<file path="config.mk">
export PLATFORM = sky130hd
export DESIGN_NAME = bcd_calendar_core
export DESIGN_NICKNAME = d
export VERILOG_FILES = /design/src/rtl/calclk_pkg.sv /design/src/rtl/calclk_counter.sv /design/src/rtl/calclk_osc_check.sv /design/src/rtl/bcd_calendar_core.sv
export SDC_FILE = /design/constraint.sdc
export NUM_CORES = 1
export LEC_CHECK = 0
export ABC_CLOCK_PERIOD_IN_PS = 7900
export BUFFER_PORTS_ARGS = -buffer_cell sky130_fd_sc_hd__buf_2
export CAP_MARGIN = 20
export CORE_UTILIZATION = 50
export DETAILED_ROUTE_END_ITERATION = 7
export PLACE_DENSITY = 0.64
export SETUP_SLACK_MARGIN = 0.5
export SLEW_MARGIN = 25
export SYNTH_ARGS = -nofsm -noshare
export SYNTH_HDL_FRONTEND = slang
export SYNTH_SLANG_ARGS = --single-unit
</file>
<file path="constraint.sdc">
create_clock -name clk -period 7.9 [get_ports clk]
set_input_delay 0.395 -clock clk [delete_from_list [all_inputs] [get_ports clk]]
set_output_delay 0.395 -clock clk [all_outputs]
set_load 0.01 [all_outputs]
</file>
<file path="src/rtl/calclk_pkg.sv">
package calclk_pkg;

   typedef struct packed {
      logic [7:0] cen;
      logic [7:0] yr;
      logic [7:0] mon;
      logic [7:0] date;
      logic [7:0] dow;
      logic [7:0] hrs;
      logic [7:0] mins;
      logic [7:0] sec;
   } caltime_t;

   localparam logic [3:0] OFS_FLAGS = 4'h0;
   localparam logic [3:0] OFS_CEN   = 4'h1;
   localparam logic [3:0] OFS_OSC   = 4'h8;
   localparam logic [3:0] OFS_SEC   = 4'h9;
   localparam logic [3:0] OFS_MIN   = 4'hA;
   localparam logic [3:0] OFS_HRS   = 4'hB;
   localparam logic [3:0] OFS_DOW   = 4'hC;
   localparam logic [3:0] OFS_DATE  = 4'hD;
   localparam logic [3:0] OFS_MON   = 4'hE;
   localparam logic [3:0] OFS_YR    = 4'hF;

   localparam caltime_t TIME_RESET = '{cen: 8'h20, yr: 8'h00, mon: 8'h01, date: 8'h01,
                                       dow: 8'h01, hrs: 8'h00, mins: 8'h00, sec: 8'h00};

   // defined bits per time offset; zero marks a non-time offset
   function automatic logic [7:0] field_mask(input logic [3:0] ofs);
      case (ofs)
         OFS_SEC, OFS_MIN:  return 8'h7F;
         OFS_HRS, OFS_DATE: return 8'h3F;
         OFS_DOW:           return 8'h07;
         OFS_MON:           return 8'h1F;
         OFS_YR, OFS_CEN:   return 8'hFF;
         default:           return 8'h00;
      endcase
   endfunction

   function automatic logic [7:0] get_field(input caltime_t t, input logic [3:0] ofs);
      case (ofs)
         OFS_SEC:  return t.sec;
         OFS_MIN:  return t.mins;
         OFS_HRS:  return t.hrs;
         OFS_DOW:  return t.dow;
         OFS_DATE: return t.date;
         OFS_MON:  return t.mon;
         OFS_YR:   return t.yr;
         OFS_CEN:  return t.cen;
         default:  return 8'h00;
      endcase
   endfunction

   function automatic caltime_t put_field(input caltime_t t, input logic [3:0] ofs,
                                          input logic [7:0] d);
      caltime_t n;
      logic [7:0] v;
      n = t;
      v = d & field_mask(ofs);
      case (ofs)
         OFS_SEC:  n.sec  = v;
         OFS_MIN:  n.mins = v;
         OFS_HRS:  n.hrs  = v;
         OFS_DOW:  n.dow  = v;
         OFS_DATE: n.date = v;
         OFS_MON:  n.mon  = v;
         OFS_YR:   n.yr   = v;
         OFS_CEN:  n.cen  = v;
         default:  n = t;
      endcase
      return n;
   endfunction

   function automatic logic [7:0] bcd_inc(input logic [7:0] v);
      if (v[3:0] >= 4'd9) return {v[7:4] + 4'd1, 4'd0};
      return {v[7:4], v[3:0] + 4'd1};
   endfunction

   // BCD value divisible by four: (2*tens + ones) mod 4 == 0
   function automatic logic bcd_div4(input logic [7:0] v);
      logic [1:0] s;
      s = {v[4], 1'b0} + v[1:0];
      return s == 2'b00;
   endfunction

   function automatic logic [7:0] last_day(input logic [7:0] mon, input logic leap);
      case (mon)
         8'h02:                      return leap ? 8'h29 : 8'h28;
         8'h04, 8'h06, 8'h09, 8'h11: return 8'h30;
         default:                    return 8'h31;
      endcase
   endfunction

   function automatic caltime_t next_time(input caltime_t t);
      caltime_t n;
      logic     leap;
      n    = t;
      leap = (t.yr == 8'h00) ? bcd_div4(t.cen) : bcd_div4(t.yr);
      if (t.sec != 8'h59) n.sec = bcd_inc(t.sec);
      else begin
         n.sec = 8'h00;
         if (t.mins != 8'h59) n.mins = bcd_inc(t.mins);
         else begin
            n.mins = 8'h00;
            if (t.hrs != 8'h23) n.hrs = bcd_inc(t.hrs);
            else begin
               n.hrs = 8'h00;
               n.dow = (t.dow >= 8'h07 || t.dow == 8'h00) ? 8'h01 : t.dow + 8'd1;
               if (t.date != last_day(t.mon, leap)) n.date = bcd_inc(t.date);
               else begin
                  n.date = 8'h01;
                  if (t.mon != 8'h12) n.mon = bcd_inc(t.mon);
                  else begin
                     n.mon = 8'h01;
                     if (t.yr != 8'h99) n.yr = bcd_inc(t.yr);
                     else begin
                        n.yr  = 8'h00;
                        n.cen = (t.cen == 8'h99) ? 8'h00 : bcd_inc(t.cen);
                     end
                  end
               end
            end
         end
      end
      return n;
   endfunction

endpackage

</file>
<file path="src/rtl/calclk_counter.sv">
module calclk_counter
   import calclk_pkg::*;
(
   input  logic     clk,
   input  logic     rst_n,
   input  logic     adv,
   input  logic     load,
   input  caltime_t load_val,
   output caltime_t now
);

   always_ff @(posedge clk or negedge rst_n) begin
      if (!rst_n)    now <= TIME_RESET;
      else if (load) now <= load_val;
      else if (adv)  now <= next_time(now);
   end

endmodule

</file>
<file path="src/rtl/calclk_osc_check.sv">
module calclk_osc_check #(
   parameter int unsigned CHK_CYCLES = 250000
) (
   input  logic clk,
   input  logic rst_n,
   input  logic osc_ok,
   input  logic osc_stop,
   output logic fail
);

   localparam int unsigned CW = (CHK_CYCLES > 2) ? $clog2(CHK_CYCLES) : 1;
   localparam logic [CW-1:0] LAST = CW'(CHK_CYCLES - 1);

   logic [CW-1:0] cnt;
   logic          active;
   logic          seen;

   always_ff @(posedge clk or negedge rst_n) begin
      if (!rst_n) begin
         cnt    <= '0;
         active <= 1'b1;
         seen   <= 1'b0;
         fail   <= 1'b0;
      end else begin
         fail <= 1'b0;
         if (active) begin
            if (osc_ok) seen <= 1'b1;
            if (cnt == LAST) begin
               active <= 1'b0;
               fail   <= !seen && !osc_ok && !osc_stop;
            end else begin
               cnt <= cnt + CW'(1);
            end
         end
      end
   end

endmodule

</file>
<file path="src/rtl/bcd_calendar_core.sv">
module bcd_calendar_core
   import calclk_pkg::*;
#(
   parameter int unsigned CHK_CYCLES = 250000,
   parameter bit          RD_REG     = 1'b1
) (
   input  logic       clk,
   input  logic       rst_n,
   input  logic       tick_1hz,
   input  logic       osc_ok,
   input  logic [3:0] reg_addr,
   input  logic [7:0] reg_wdata,
   input  logic       reg_wr,
   input  logic       reg_rd,
   output logic [7:0] reg_rdata
);

   if (CHK_CYCLES < 2) begin : g_bad_window
      $error("CHK_CYCLES must be at least 2");
   end

   logic     frz_q, wen_q, oscf_q, osc_stop_q;
   caltime_t vis, base, run, ld_val;
   logic     flag_wr, time_wr, osc_wr, w_release, ld, fail;
   logic [7:0] rd_val;

   assign flag_wr   = reg_wr && (reg_addr == OFS_FLAGS);
   assign osc_wr    = reg_wr && (reg_addr == OFS_OSC);
   assign time_wr   = reg_wr && wen_q && (field_mask(reg_addr) != 8'h00);
   assign w_release = flag_wr && wen_q && !reg_wdata[1];
   assign ld        = fail || w_release;
   assign ld_val    = fail ? base : vis;

   calclk_counter i_cnt (
      .clk      (clk),
      .rst_n    (rst_n),
      .adv      (tick_1hz && !osc_stop_q),
      .load     (ld),
      .load_val (ld_val),
      .now      (run)
   );

   calclk_osc_check #(.CHK_CYCLES(CHK_CYCLES)) i_oschk (
      .clk      (clk),
      .rst_n    (rst_n),
      .osc_ok   (osc_ok),
      .osc_stop (osc_stop_q),
      .fail     (fail)
   );

   always_ff @(posedge clk or negedge rst_n) begin
      if (!rst_n) begin
         vis        <= TIME_RESET;
         base       <= TIME_RESET;
         frz_q      <= 1'b0;
         wen_q      <= 1'b0;
         oscf_q     <= 1'b0;
         osc_stop_q <= 1'b0;
      end else begin
         if (time_wr) begin
            vis  <= put_field(vis, reg_addr, reg_wdata);
            base <= put_field(base, reg_addr, reg_wdata);
         end else if (!frz_q && !wen_q) begin
            vis <= run;
         end
         if (flag_wr) begin
            frz_q <= reg_wdata[0];
            wen_q <= reg_wdata[1];
            if (wen_q && !reg_wdata[2]) oscf_q <= 1'b0;
         end
         if (fail) oscf_q <= 1'b1;
         if (osc_wr) osc_stop_q <= reg_wdata[7];
      end
   end

   always_comb begin
      case (reg_addr)
         OFS_FLAGS: rd_val = {5'b0, oscf_q, wen_q, frz_q};
         OFS_OSC:   rd_val = {osc_stop_q, 7'b0};
         default:   rd_val = get_field(vis, reg_addr);
      endcase
   end

   if (RD_REG) begin : g_rd_reg
      always_ff @(posedge clk or negedge rst_n) begin
         if (!rst_n)      reg_rdata <= 8'h00;
         else if (reg_rd) reg_rdata <= rd_val;
      end
   end else begin : g_rd_comb
      assign reg_rdata = rd_val;
   end

endmodule

</file>
# After elaboration in Yosys (flattened, before gate mapping)

Memories as Yosys holds them, arrays and structs flattened.
Cells that the tools add are included.

Equal/unequal tests: 42
Order comparisons: 8
Mux-type cells: 108
Bitwise logic cells: 3
Reductions and logical operators: 64
Add/subtract/negate cells: 18

Operator list:

| kind                                                     | number |
|---|---|
| 2-to-1 mux 64 bit                                        | 5 |
| 2-to-1 mux 8 bit                                         | 38 |
| one-hot mux 8 bit (8 select lines)                       | 1 |
| 2-to-1 mux 1 bit                                         | 57 |
| adder 4 x 1 -> 4 bit, second input constant              | 14 |
| 2-to-1 mux 56 bit                                        | 1 |
| 2-to-1 mux 48 bit                                        | 1 |
| AND reduction 2 bit                                      | 21 |
| 2-to-1 mux 40 bit                                        | 1 |
| == test 4 bit, second input constant                     | 8 |
| one-hot mux 8 bit (2 select lines)                       | 2 |
| greater-or-equal comparator 4 bit, second input constant | 7 |
| inequality test 2 x 1 -> 1 bit, second input constant    | 14 |
| 2-to-1 mux 24 bit                                        | 1 |
| adder 18 x 1 -> 18 bit, second input constant            | 1 |
| == test 18 bit, second input constant                    | 1 |
| inequality test 3 x 2 -> 1 bit, second input constant    | 6 |
| AND 8 bit                                                | 2 |
| == test 8 x 3 -> 1 bit, second input constant            | 2 |
| zero test 8 bit                                          | 2 |
| 2-to-1 mux 16 bit                                        | 1 |
| inequality test 8 x 7 -> 1 bit, second input constant    | 2 |
| AND reduction 7 bit                                      | 2 |
| AND reduction 6 bit                                      | 2 |
| 26 further kinds                                         | 51 |

Input port bits: 18
Memories: 3
Memory bits (read-only): 384
Word-level logic and storage cells: 286
Output and inout port bits: 8
Register bits after elaboration: 225

Memory list:

| memory           | depth | width | read ports | clocked after Yosys merged registers in | write ports | RTL line         | source |
|---|---|---|---|---|---|---|---|
| (name not given) | 16    | 8     | 1          | 0                                       | 0           | calclk_pkg.sv:30 | `case (ofs)` |
| (name not given) | 16    | 8     | 1          | 0                                       | 0           | calclk_pkg.sv:30 |  |
| (name not given) | 16    | 8     | 1          | 0                                       | 0           | calclk_pkg.sv:30 |  |

# Depth between registers and ports, before layout

Word-level depth: 27
Depth in mapped cells: 11
Depth with buffers taken out: 9

# By module

From an unflattened synthesis, not the netlist that was laid out.

Cells, all modules: 1,237
Area total of the unflattened synthesis: 12,440.7 um2

Modules (own cells, without submodules):

| module            | times used | seq. area each (um2) | area an instance (um2) | cells an instance |
|---|---|---|---|---|
| bcd_calendar_core | 1          | 3,513.4              | 7,001.7                | 636 |
| calclk_counter    | 1          | 1,606.5              | 4,476.8                | 517 |
| calclk_osc_check  | 1          | 526.8                | 962.2                  | 84 |

# Worst setup path after synthesis

Ideal clock, no wire load.

Path kind: register to register
Start: reg i_cnt.now[40] (netlist bit)
End: reg i_cnt.now[56] (netlist bit)
Arrival time: 2,745 ps
Path slack: 5,028 ps
Stages on the path, launching flop included: 10
Library setup time: 128 ps
Cells stage by stage: dfstp_2 > inv_1 > ha_1 > or4b_4 > nor2_8 > or4b_4 > a31oi_4 > o211ai_2 > o31ai_4 > mux2_1

Word-level cells in the longest chain between the ends: 11
Elaborated cells between the ends (all ways): 17
Classes of those cells: eq/ne (9); mux (6); reduce/logical (2)

RTL lines:

| element                                        | RTL line             | source |
|---|---|---|
| start: declaration                             | calclk_counter.sv:9  | `output caltime_t now` |
| start signal: assignment                       | calclk_counter.sv:14 | `else if (load) now <= load_val;` |
| start signal: assignment                       | calclk_counter.sv:15 | `else if (adv) now <= next_time(now);` |
| == test 8 x 3 -> 1 bit (tied with other cells) | calclk_pkg.sv:87     | `case (mon)` |
| OR reduction 4 bit                             | calclk_pkg.sv:87     |  |
| one-hot mux 8 bit (2 select lines)             | calclk_pkg.sv:87     |  |
| 2-to-1 mux 8 bit                               | calclk_pkg.sv:105    | `if (t.hrs != 8'h23) n.hrs = bcd_inc(t.hrs);` |
| 2-to-1 mux 8 bit                               | calclk_pkg.sv:102    | `if (t.mins != 8'h59) n.mins = bcd_inc(t.mins);` |
| 2-to-1 mux 8 bit                               | calclk_pkg.sv:99     | `if (t.sec != 8'h59) n.sec = bcd_inc(t.sec);` |
| 2-to-1 mux 8 bit                               | calclk_counter.sv:15 |  |
| 2-to-1 mux 8 bit                               | calclk_counter.sv:14 |  |
| inequality test 8 bit                          | calclk_pkg.sv:109    | `if (t.date != last_day(t.mon, leap)) n.date = bcd_inc(t.date);` |
| inequality test 2 x 1 -> 1 bit (no line)       | --                   |  |
| AND reduction 7 bit (no line) *                | --                   |  |

Every way passes the cells marked *; elsewhere a longest branch is shown, timed or not. The select of a mux whose other input is x is not followed.
A chain may end at the register's enable or synchronous reset.

# Final worst setup path

Ends and elaborated chain as after synthesis.

==> impl_results.md <==
* Reg-to-reg startpoint: i_cnt.now[40]
* Clock transition at path regs at 0.06 ns
* Post-Place Worst Slack at 4.10 ns
* CP Cell Sequence: inv_1 > ha_1 > or4b_4 > nor2_8 > or4b_4 > a31oi_4 > o211ai_2 > o31ai_4 > mux2_1
* Post-Syn Area at 0.0122 mm^2
* Die X at around 160 um
* Register area share after synthesis at 46.4%
* Max Cap Viol at 0
* Max clock buf depth at 3
* Final Worst Setup Slack at 4.46 ns
* Worst Path Buf+Inv at 1
* Syn_area_per_cell at 9.04 um^2
* Share of layout cells above drive strength 1 at 10.1%
* Slew Limit Fails at 0
* Classification of the worst-slack hold path: primary input to register
* R2r setup slk at 4.46 ns
* Status: finished, final reports clean
* Synth area leader: dfrtp_1
* Top cells by count, synth: dfrtp_1 (212), nand2_1 (187), nor2_1 (142)
* Post-Route Setup TNS at 0 ns
* Max Fclk at 291 MHz
* Vias in the first global route at roughly 10000
* First-pass GRT wire length at 59.9 mm
* DRC viols at 0
* Clock skew at 0.0241 ns
* Worst-Margin Slew at between 0.9 and 1 ns
* Die height at 158 um
* Worst setup path endpoint: i_cnt.now[56]
* CP Launch Type: register
* CP max-delay cell: or4b_4
* Tcrit/Tclk final at 43.5%
* Most used DFF post-synth: dfrtp_1
* DR vias/cell at approximately 6.3
* Non-Filler Instances at 1688
* Netlist cell types at 77
* Power Dens Cells at 262 mW/mm^2
* Pleak at 0.00582 uW
* Maximum vdd drop at 0.171 mV
* Starting DRC count in detailed routing at 986
* Layout area overhead at 10.3%
* Reg-to-reg critical path endpoint: i_cnt.now[56]
* Starting density of the core at roughly half
* Power, Total at 3520 uW
* Post-Route WL at roughly 38 mm
* Levels on crit path at 9
* H-tree lvl count at 1
* # port buffers at 25
* Drt pass-1 iters at 5
* Io pins at 26
* TritonCTS clock tree: built
* Worst Setup SP: i_cnt.now[40]
* Clock root buffer: clkbuf_16
* Final setup fails at 0
* Setup bufs post-CTS at 0
* Relative slew slack at about two fifths
* Vias at 10621
* Core area at between 0.02 and 0.025 mm^2
* # rows at 56
* Count leader, synth: dfrtp_1
* Nets at 1412
* Total GRT Usage at 31.7%
* Unrepaired setup endpoints after global routing: no
* CTS sink cnt at 225
* Fin. Hold Viols at 0
* Mapped Nets at 1411
* Largest net degree at the start of global routing at 93
* Antenna violations before repair at 0
* Post-synth EDFFs at 0
* Area fraction of the dominant cell type after synthesis at a little over two fifths
* Kind of end point of the critical path: register
* Cells after synthesis at 1348
* Worst r2r path cells at 9
* YS warnings at 0
* Most common cell on crit path: or4b_4
* Worst-path maximum fanout at 12
* Post-DRT Antenna Nets at 0
* Crit path time final at 3.44 ns
* Dpl cells at ~1600
* Die area at 0.0250 mm^2
* WP data required at 8.31 ns
* Synth area leaders: dfrtp_1 (44%), nand2_1 (5.8%), o21ai_0 (4.8%)
* Post-synth ARST share at 100%
* Max incr delay on CP at 0.52 ns
* # diodes at 0
* GRT overflow at 0
* Post-synthesis sequential element count at 225
* Clock buffer count from CTS at 26
* Hold_ws at just over 0.09 ns
* Cell family with most CP delay: simple AND/OR/NAND/NOR gates
* GPL Wtd Cong at 0.941
* CP Class: register to register
* Drt wl/cell at between 20 and 25 um
* DP HPWL at 26.7 mm
* Worst Path Arrival at 3.85 ns
* Worst skew pair latency at between 0.5 and 0.6 ns
## worst register-to-register path: cells and delay by family, from the launching register on
| kind | cells | cell delay [ns] |
|---|---|---|
| mux | 1 | 0.36 |
| flops | 1 | 0.39 |
| fa+ha+maj | 1 | 0.19 |
| compound gates | 3 | 1.05 |
| buf+inv | 1 | 0.18 |
| simple gates | 3 | 1.15 |
## where the power goes
| group | leakage, uW | total (uW) | switching [uW] | internal [uW] |
|---|---|---|---|---|
| clock network | 0.000420 | 1200 | 505 | 699 |
| logic | 0.00256 | 651 | 389 | 262 |
| registers | 0.00284 | 1660 | 294 | 1370 |
| total | 0.00582 | 3520 | 1190 | 2330 |
## kinds of logic after synthesis
| logic type | count (synthesis) | synth area share [%] |
|---|---|---|
| mux | 29 | 2.50 |
| flops | 225 | 46.4 |
| compound gates | 407 | 22.1 |
| xor+xnor | 22 | 1.58 |
| simple gates | 502 | 19.1 |
| buf+inv | 118 | 3.75 |
| fa+ha+maj | 45 | 4.62 |
## area by class of cell
cell class | count | area, um^2
fill | 2217 | 10200
tap | 319 | 399
clock inverter | 11 | 106
inverter | 52 | 195
multi-input combinational | 1005 | 6090
sequential | 225 | 5650
clock buffer | 37 | 752
timing repair buffer | 39 | 243
## cell usage in the layout (no fill, tap or decap), types with 24 or more instances in the layout
cell type,instances
nor2_1,141
ha_1,45
inv_1,52
o21ai_0,116
dfrtp_1,211
buf_2,24
a21oi_1,96
nand2_1,187
o22ai_1,25
clkbuf_16,26
nor3_1,25
nand3_1,37
## repair_timing
item                      in CTS  in global routing
gates resized for setup        0                  0
hold buffers                   1                  0
hold endpoints to repair      83                  0
## per-layer routing
metal	global-route usage [%]	routed length, um	vias to the layer above
met4	11.6	1470	0
met2	47.8	16900	458
li1	-	-	4899
met5	0	0	-
met1	46.0	17000	5170
met3	5.06	2950	94
## how the worst min path moves through the flow
stage                 startpoint      endpoint  slack (ns)  cells after the start
finish                    osc_ok  i_oschk.seen        0.09                      2
global route              osc_ok  i_oschk.seen        0.11                      2
CTS                       osc_ok  i_oschk.seen        0.09                      2
floorplan                  rst_n       base[0]         0.1                      0
detailed placement  i_oschk.seen  i_oschk.seen        0.44                      1
global placement    i_oschk.seen  i_oschk.seen        0.43                      1
## flip-flops by register name, indices dropped and copies added, names as in the netlist
signal	cells
oscf_q	1
base	64
i_oschk.fail	1
i_oschk.active	1
frz_q	1
i_cnt.now	64
vis	64
reg_rdata	8
osc_stop_q	1
i_oschk.cnt	18
i_oschk.seen	1
wen_q	1
## stage by stage
step           cell area (um^2)  utilization [%]
2_1_floorplan             12200                -
3_5_place_dp              12600             53.1
6_report                  13400             56.7
4_1_cts                   13400             56.7
3_3_place_gp              12600             53.0
5_1_grt                   13400             56.7
Power figures use the tool's default switching activity.
